`src/rtl/dual_lock_pkg.sv`:
```
package dual_lock_pkg;
  localparam int NUM_FLAGS = 8;
  localparam int ADDR_W    = $clog2(NUM_FLAGS);
  localparam int DATA_W    = 8;

  typedef struct packed {
    logic [NUM_FLAGS-1:0] setReq;
    logic [NUM_FLAGS-1:0] clrReq;
    logic                 rdStb;
    logic [ADDR_W-1:0]    rdAddr;
  } portStrobe_t;

  typedef struct packed {
    portStrobe_t left;
    portStrobe_t right;
  } lockStrobes_t;
endpackage

```
`src/rtl/dual_lock_ctrl.sv`:
```
module dual_lock_ctrl
  import dual_lock_pkg::*;
(
  input  logic              lMemEn,
  input  logic              lLockSel,
  input  logic              lWrEn,
  input  logic              lRdEn,
  input  logic [ADDR_W-1:0] lAddr,
  input  logic              lWrBit,
  input  logic              rMemEn,
  input  logic              rLockSel,
  input  logic              rWrEn,
  input  logic              rRdEn,
  input  logic [ADDR_W-1:0] rAddr,
  input  logic              rWrBit,
  output lockStrobes_t      strobes
);
  logic lAcc, rAcc;
  assign lAcc = lLockSel & ~lMemEn;
  assign rAcc = rLockSel & ~rMemEn;

  for (genvar f = 0; f < NUM_FLAGS; f++) begin : g_dec
    logic lHit, rHit;
    assign lHit = lAcc & lWrEn & (lAddr == ADDR_W'(f));
    assign rHit = rAcc & rWrEn & (rAddr == ADDR_W'(f));
    assign strobes.left.setReq[f]  = lHit & ~lWrBit;
    assign strobes.left.clrReq[f]  = lHit &  lWrBit;
    assign strobes.right.setReq[f] = rHit & ~rWrBit;
    assign strobes.right.clrReq[f] = rHit &  rWrBit;
  end

  assign strobes.left.rdStb   = lAcc & lRdEn;
  assign strobes.left.rdAddr  = lAddr;
  assign strobes.right.rdStb  = rAcc & rRdEn;
  assign strobes.right.rdAddr = rAddr;
endmodule

```
`src/rtl/dual_lock_dp.sv`:
```
module dual_lock_dp
  import dual_lock_pkg::*;
(
  input  logic                 clk,
  input  logic                 rst,
  input  lockStrobes_t         strobes,
  output logic [NUM_FLAGS-1:0] ownL,
  output logic [NUM_FLAGS-1:0] ownR,
  output logic [DATA_W-1:0]    lRdData,
  output logic [DATA_W-1:0]    rRdData
);
  logic [NUM_FLAGS-1:0] reqL, reqR;
  logic [NUM_FLAGS-1:0] nextReqL, nextReqR, nextOwnL, nextOwnR, tieHit;
  logic                 tieLeft;

  for (genvar f = 0; f < NUM_FLAGS; f++) begin : g_flag
    logic keepL, keepR;
    always_comb begin
      nextReqL[f] = strobes.left.clrReq[f]  ? 1'b0 : (strobes.left.setReq[f]  | reqL[f]);
      nextReqR[f] = strobes.right.clrReq[f] ? 1'b0 : (strobes.right.setReq[f] | reqR[f]);
      keepL = ownL[f] & nextReqL[f];
      keepR = ownR[f] & nextReqR[f];
      tieHit[f]   = ~keepL & ~keepR & nextReqL[f] & nextReqR[f];
      nextOwnL[f] = keepL | (~keepR & nextReqL[f] & (~nextReqR[f] | tieLeft));
      nextOwnR[f] = keepR | (~keepL & nextReqR[f] & (~nextReqL[f] | ~tieLeft));
    end
  end

  always_ff @(posedge clk) begin
    if (rst) begin
      reqL    <= '0;
      reqR    <= '0;
      ownL    <= '0;
      ownR    <= '0;
      tieLeft <= 1'b1;
    end else begin
      reqL <= nextReqL;
      reqR <= nextReqR;
      ownL <= nextOwnL;
      ownR <= nextOwnR;
      if (|tieHit) tieLeft <= ~tieLeft;
    end
  end

  always_ff @(posedge clk) begin
    if (rst) begin
      lRdData <= '1;
      rRdData <= '1;
    end else begin
      if (strobes.left.rdStb)  lRdData <= {DATA_W{~ownL[strobes.left.rdAddr]}};
      if (strobes.right.rdStb) rRdData <= {DATA_W{~ownR[strobes.right.rdAddr]}};
    end
  end
endmodule

```
`src/rtl/dual_lock_bank.sv`:
```
module dual_lock_bank
  import dual_lock_pkg::*;
(
  input  logic              clk,
  input  logic              rst,
  input  logic              lMemEn,
  input  logic              lLockSel,
  input  logic              lWrEn,
  input  logic              lRdEn,
  input  logic [ADDR_W-1:0] lAddr,
  input  logic [DATA_W-1:0] lWrData,
  output logic [DATA_W-1:0] lRdData,
  input  logic              rMemEn,
  input  logic              rLockSel,
  input  logic              rWrEn,
  input  logic              rRdEn,
  input  logic [ADDR_W-1:0] rAddr,
  input  logic [DATA_W-1:0] rWrData,
  output logic [DATA_W-1:0] rRdData
);
  lockStrobes_t         strobes;
  logic [NUM_FLAGS-1:0] ownL, ownR;

  dual_lock_ctrl ctrl_i (
    .lMemEn(lMemEn), .lLockSel(lLockSel), .lWrEn(lWrEn), .lRdEn(lRdEn),
    .lAddr(lAddr), .lWrBit(lWrData[0]),
    .rMemEn(rMemEn), .rLockSel(rLockSel), .rWrEn(rWrEn), .rRdEn(rRdEn),
    .rAddr(rAddr), .rWrBit(rWrData[0]),
    .strobes(strobes)
  );

  dual_lock_dp dp_i (
    .clk(clk), .rst(rst), .strobes(strobes),
    .ownL(ownL), .ownR(ownR),
    .lRdData(lRdData), .rRdData(rRdData)
  );
endmodule

```
`config.mk`:
```
export PLATFORM = sky130hd
export DESIGN_NAME = dual_lock_bank
export DESIGN_NICKNAME = d
export VERILOG_FILES = /design/src/rtl/dual_lock_pkg.sv /design/src/rtl/dual_lock_ctrl.sv /design/src/rtl/dual_lock_dp.sv /design/src/rtl/dual_lock_bank.sv
export SDC_FILE = /design/constraint.sdc
export NUM_CORES = 1
export LEC_CHECK = 0
export ABC_AREA = 1
export ABC_CLOCK_PERIOD_IN_PS = 1460
export BUFFER_PORTS_ARGS = -buffer_cell sky130_fd_sc_hd__buf_2
export CELL_PAD_IN_SITES_DETAIL_PLACEMENT = 0
export CELL_PAD_IN_SITES_GLOBAL_PLACEMENT = 1
export CORE_ASPECT_RATIO = 1.2
export CORE_MARGIN = 2
export CORE_UTILIZATION = 37
export CTS_BUF_LIST = sky130_fd_sc_hd__clkbuf_16
export DETAILED_ROUTE_END_ITERATION = 8
export PLACE_DENSITY = 0.8
export SKIP_CTS_REPAIR_TIMING = 1
export SYNTH_ARGS = -nofsm -noshare
export SYNTH_HDL_FRONTEND = slang
export SYNTH_HIERARCHICAL = 1
export SYNTH_SLANG_ARGS = --single-unit
```
`constraint.sdc`:
```
create_clock -name clk -period 1.46 [get_ports clk]
set_input_delay 0.146 -clock clk [delete_from_list [all_inputs] [get_ports clk]]
set_output_delay 0.146 -clock clk [all_outputs]
set_load 0.1 [all_outputs]
```
==> metrics <==
post-synthesis sequential area ratio 33.8%; reg2reg start dp_i/reqR[4]$_SDFF_PP0_; internal power consumption about 1.9 mW; routed wl met3 163 um; switching share of total power 27.8%; RePlAce Congestion 0.761; Die Y-Extent 86.1 um; setup ws final 0.152 ns; HP Start rRdEn; Initial Util 38.9%; drt total wl between 4 and 5 mm; first-pass GRT wire length ~8 mm; Comb pwr share 14.9%; pin count of the biggest net entering global routing 23; WL/cell roughly 11 um; die width 72.4 um; GRT Residual Overflow 0; flop2flop setup slack roughly 0.26 ns; crit path max-delay cell type nor3_1; First-pass DRT Iterations 5; Final nets 390; synthesis-to-finish area growth 22.3%; Worst-Margin Slew around 0.49 ns; PD cells 1020 mW/mm^2; fin. max-slew vios 0; commonest cells after routing, fill and taps aside inv_1, nor2_1, dfxtp_1, buf_2; layout cells sized above 1 26.5%; wire length on met1 approximately 2.2 mm; ANT nets after route 0; htree depth 2; NetSw 0.718 mW; setup TNS 0 ns; Yosys warning count 6; Critical Path RT between 1.5 and 2 ns; CTS max path bufs 2; Syn Nets 346; startpoint types input pin; vias in the first global route 1823; minimum clock period 1.31 ns; Worst EP arrival 1.48 ns; clock sink total 35; Post-Synthesis Cell Area between 0.002 and 0.0025 mm^2; # port buffers 33; Setup crit end kind flop; Max Clock Freq 0.765 GHz; WS Path Type in -> reg; CTS tree built; commonest non-fill, non-tap cell in the layout inv_1; Distinct cells, synth 21; final setup fails 0; full die area 0.00623 mm^2; buffers plus inverters on the worst setup path 3; worst slack at placement -0.124 ns; Largest stage delay, worst path 0.19 ns; vias per cell 4.87; maxcap violations 0; Flop pwr share 37.7%; P_leak about 1.1 nW; status finished, final reports clean; IO Pins 48; CP max FO 10; ratio of final minimum period to clock period 89.6%; TritonCTS buffer count 5; Peak VDD IR 0.559 mV; CP delay by family, top simple AND/OR/NAND/NOR gates; WHS Path Cells 5; footprint of the multi-input gates just under 0.001 mm^2; Setup Skew 0.00525 ns; synthesis-stage register bit count 35; clock-pin slew on the worst setup and hold paths ~0.060 ns; Slew HR 67.8%; num rows 29; Clk pwr share 47.4%; FF-to-FF End dp_i/tieLeft$_SDFFE_PP1P_; vias post-DR between 2k and 2.5k; Hold Crit Class in -> reg; Mapped Cells 314; clk root buf clkbuf_16; Antenna Cells 0; Final Hold Viols 0; Top Layer Used met4; RSZ-0062 raised after global routing false; met2 routed WL around 2.4 mm; Core Area 0.00533 mm^2; Fin Hold WS 0.212 ns; # fillers 546; Total Routing Usage GR 16.4%; antenna violations before repair 0; Starting DRT DRC Count 102; CP Cell Sequence buf_2 > inv_1 > nand3_4 > buf_4 > nor3_1 > nor2_1 > nor2_2 > nand4_1 > nand2_1 > nor2_2 > nand3_1 > nand3_1; Worst Reg-to-Reg Cells 9; Avg Synthesized Cell Area 6.61 um^2; residual DRC count 0; worst skew pair latency between 0.2 and 0.3 ns; Final HPWL DP between 3 and 4 mm; hold endpoint dp_i/rRdData[0]$_SDFFE_PP1P_; register area 703 um^2
==> worst reg2reg max path, stage by stage (launching register included) <==
cell	delay (ns)
dfxtp_1	0.30
nor2_1	0.13
nor2_1	0.05
buf_4	0.15
nand4_1	0.08
nand2_1	0.08
nor2_2	0.12
nand2_1	0.07
nand2_1	0.05
nand3_1	0.06
==> area by class of cell <==
cell class	instances	share of cell area (%)
clock buffer	5	4.93
tap	62	3.06
sequential	35	27.7
clock inverter	3	1.72
multi-input combinational	198	38.8
inverter	53	7.84
timing repair buffer	65	16.0
==> synth_stat cells <==
| cell | instances | area (um^2) |
|---|---|---|
| and3_1 | 1 | 6.26 |
| nor2_2 | 10 | 62.6 |
| buf_2 | 5 | 25.0 |
| nor3_1 | 35 | 175 |
| buf_4 | 20 | 150 |
| nand4_1 | 8 | 50.1 |
| buf_6 | 3 | 33.8 |
| o211ai_2 | 1 | 12.5 |
| o21ai_0 | 23 | 115 |
| nand2_1 | 28 | 105 |
| nand3_4 | 1 | 17.5 |
| dfxtp_1 | 35 | 701 |
| nand3_2 | 1 | 10.0 |
| a211oi_1 | 1 | 7.51 |
| inv_2 | 3 | 11.3 |
| o21ai_1 | 3 | 15.0 |
| nor2_1 | 40 | 150 |
| inv_1 | 50 | 188 |
| nand3_1 | 19 | 95.1 |
| a21oi_1 | 23 | 115 |
| o211ai_1 | 4 | 30.0 |
==> per-stage QoR <==
step / cells / power, mW / util [%] / area (um^2)
after floorplan: 314 / 1.30 / - / 2080
after CTS: 421 / 2.60 / 47.3 / 2520
after global routing: 421 / 2.68 / 47.6 / 2540
final: 421 / 2.58 / 47.6 / 2540
after detailed placement: 413 / 1.38 / 44.1 / 2350
after global placement: 413 / 1.37 / 44.1 / 2350
==> how the worst max path moves through the flow <==
stage	start	endpoint	slack [ns]	cells past startpoint
floorplan	rMemEn	dp_i/tieLeft$_SDFFE_PP1P_	0.17	11
CTS	rMemEn	dp_i/tieLeft$_SDFFE_PP1P_	0.17	12
finish	rMemEn	dp_i/tieLeft$_SDFFE_PP1P_	0.15	12
global placement	rMemEn	dp_i/tieLeft$_SDFFE_PP1P_	-0.09	12
global route	rMemEn	dp_i/ownL[7]$_SDFF_PP0_	0.005	12
detailed placement	rMemEn	dp_i/tieLeft$_SDFFE_PP1P_	-0.12	12
==> per-layer routing <==
layer	vias up	GRT usage (%)
met5	-	0
met4	0	3.54
met3	3	4.23
met2	32	28.9
met1	918	20.0
li1	1098	-
==> state kept, by name (all words and copies together), names as in the netlist <==
signal and cells:
dp_i/tieLeft 1, dp_i/ownL 8, dp_i/reqR 8, dp_i/lRdData 1
dp_i/ownR 8, dp_i/reqL 8, dp_i/rRdData 1
==> logic make-up (layout without fill, tap and decap cells) <==
kind of cell,after synthesis,in the layout,share of synthesized area [%]
and+or+nand+nor,143,143,32.4
buffers and inverters,81,126,19.6
AOI/OAI and AO/OA,55,55,14.2
DFF,35,35,33.8
==> power by group through the flow <==
stage / logic, mW / registers (mW) / clock network (mW)
2_1_floorplan: 0.291 / 1.01 / 0
3_3_place_gp: 0.381 / 0.994 / 0
3_5_place_dp: 0.383 / 0.995 / 0
4_1_cts: 0.383 / 0.974 / 1.24
5_1_grt: 0.412 / 0.975 / 1.29
6_report: 0.385 / 0.973 / 1.22
(Power assumes the default switching activity.)
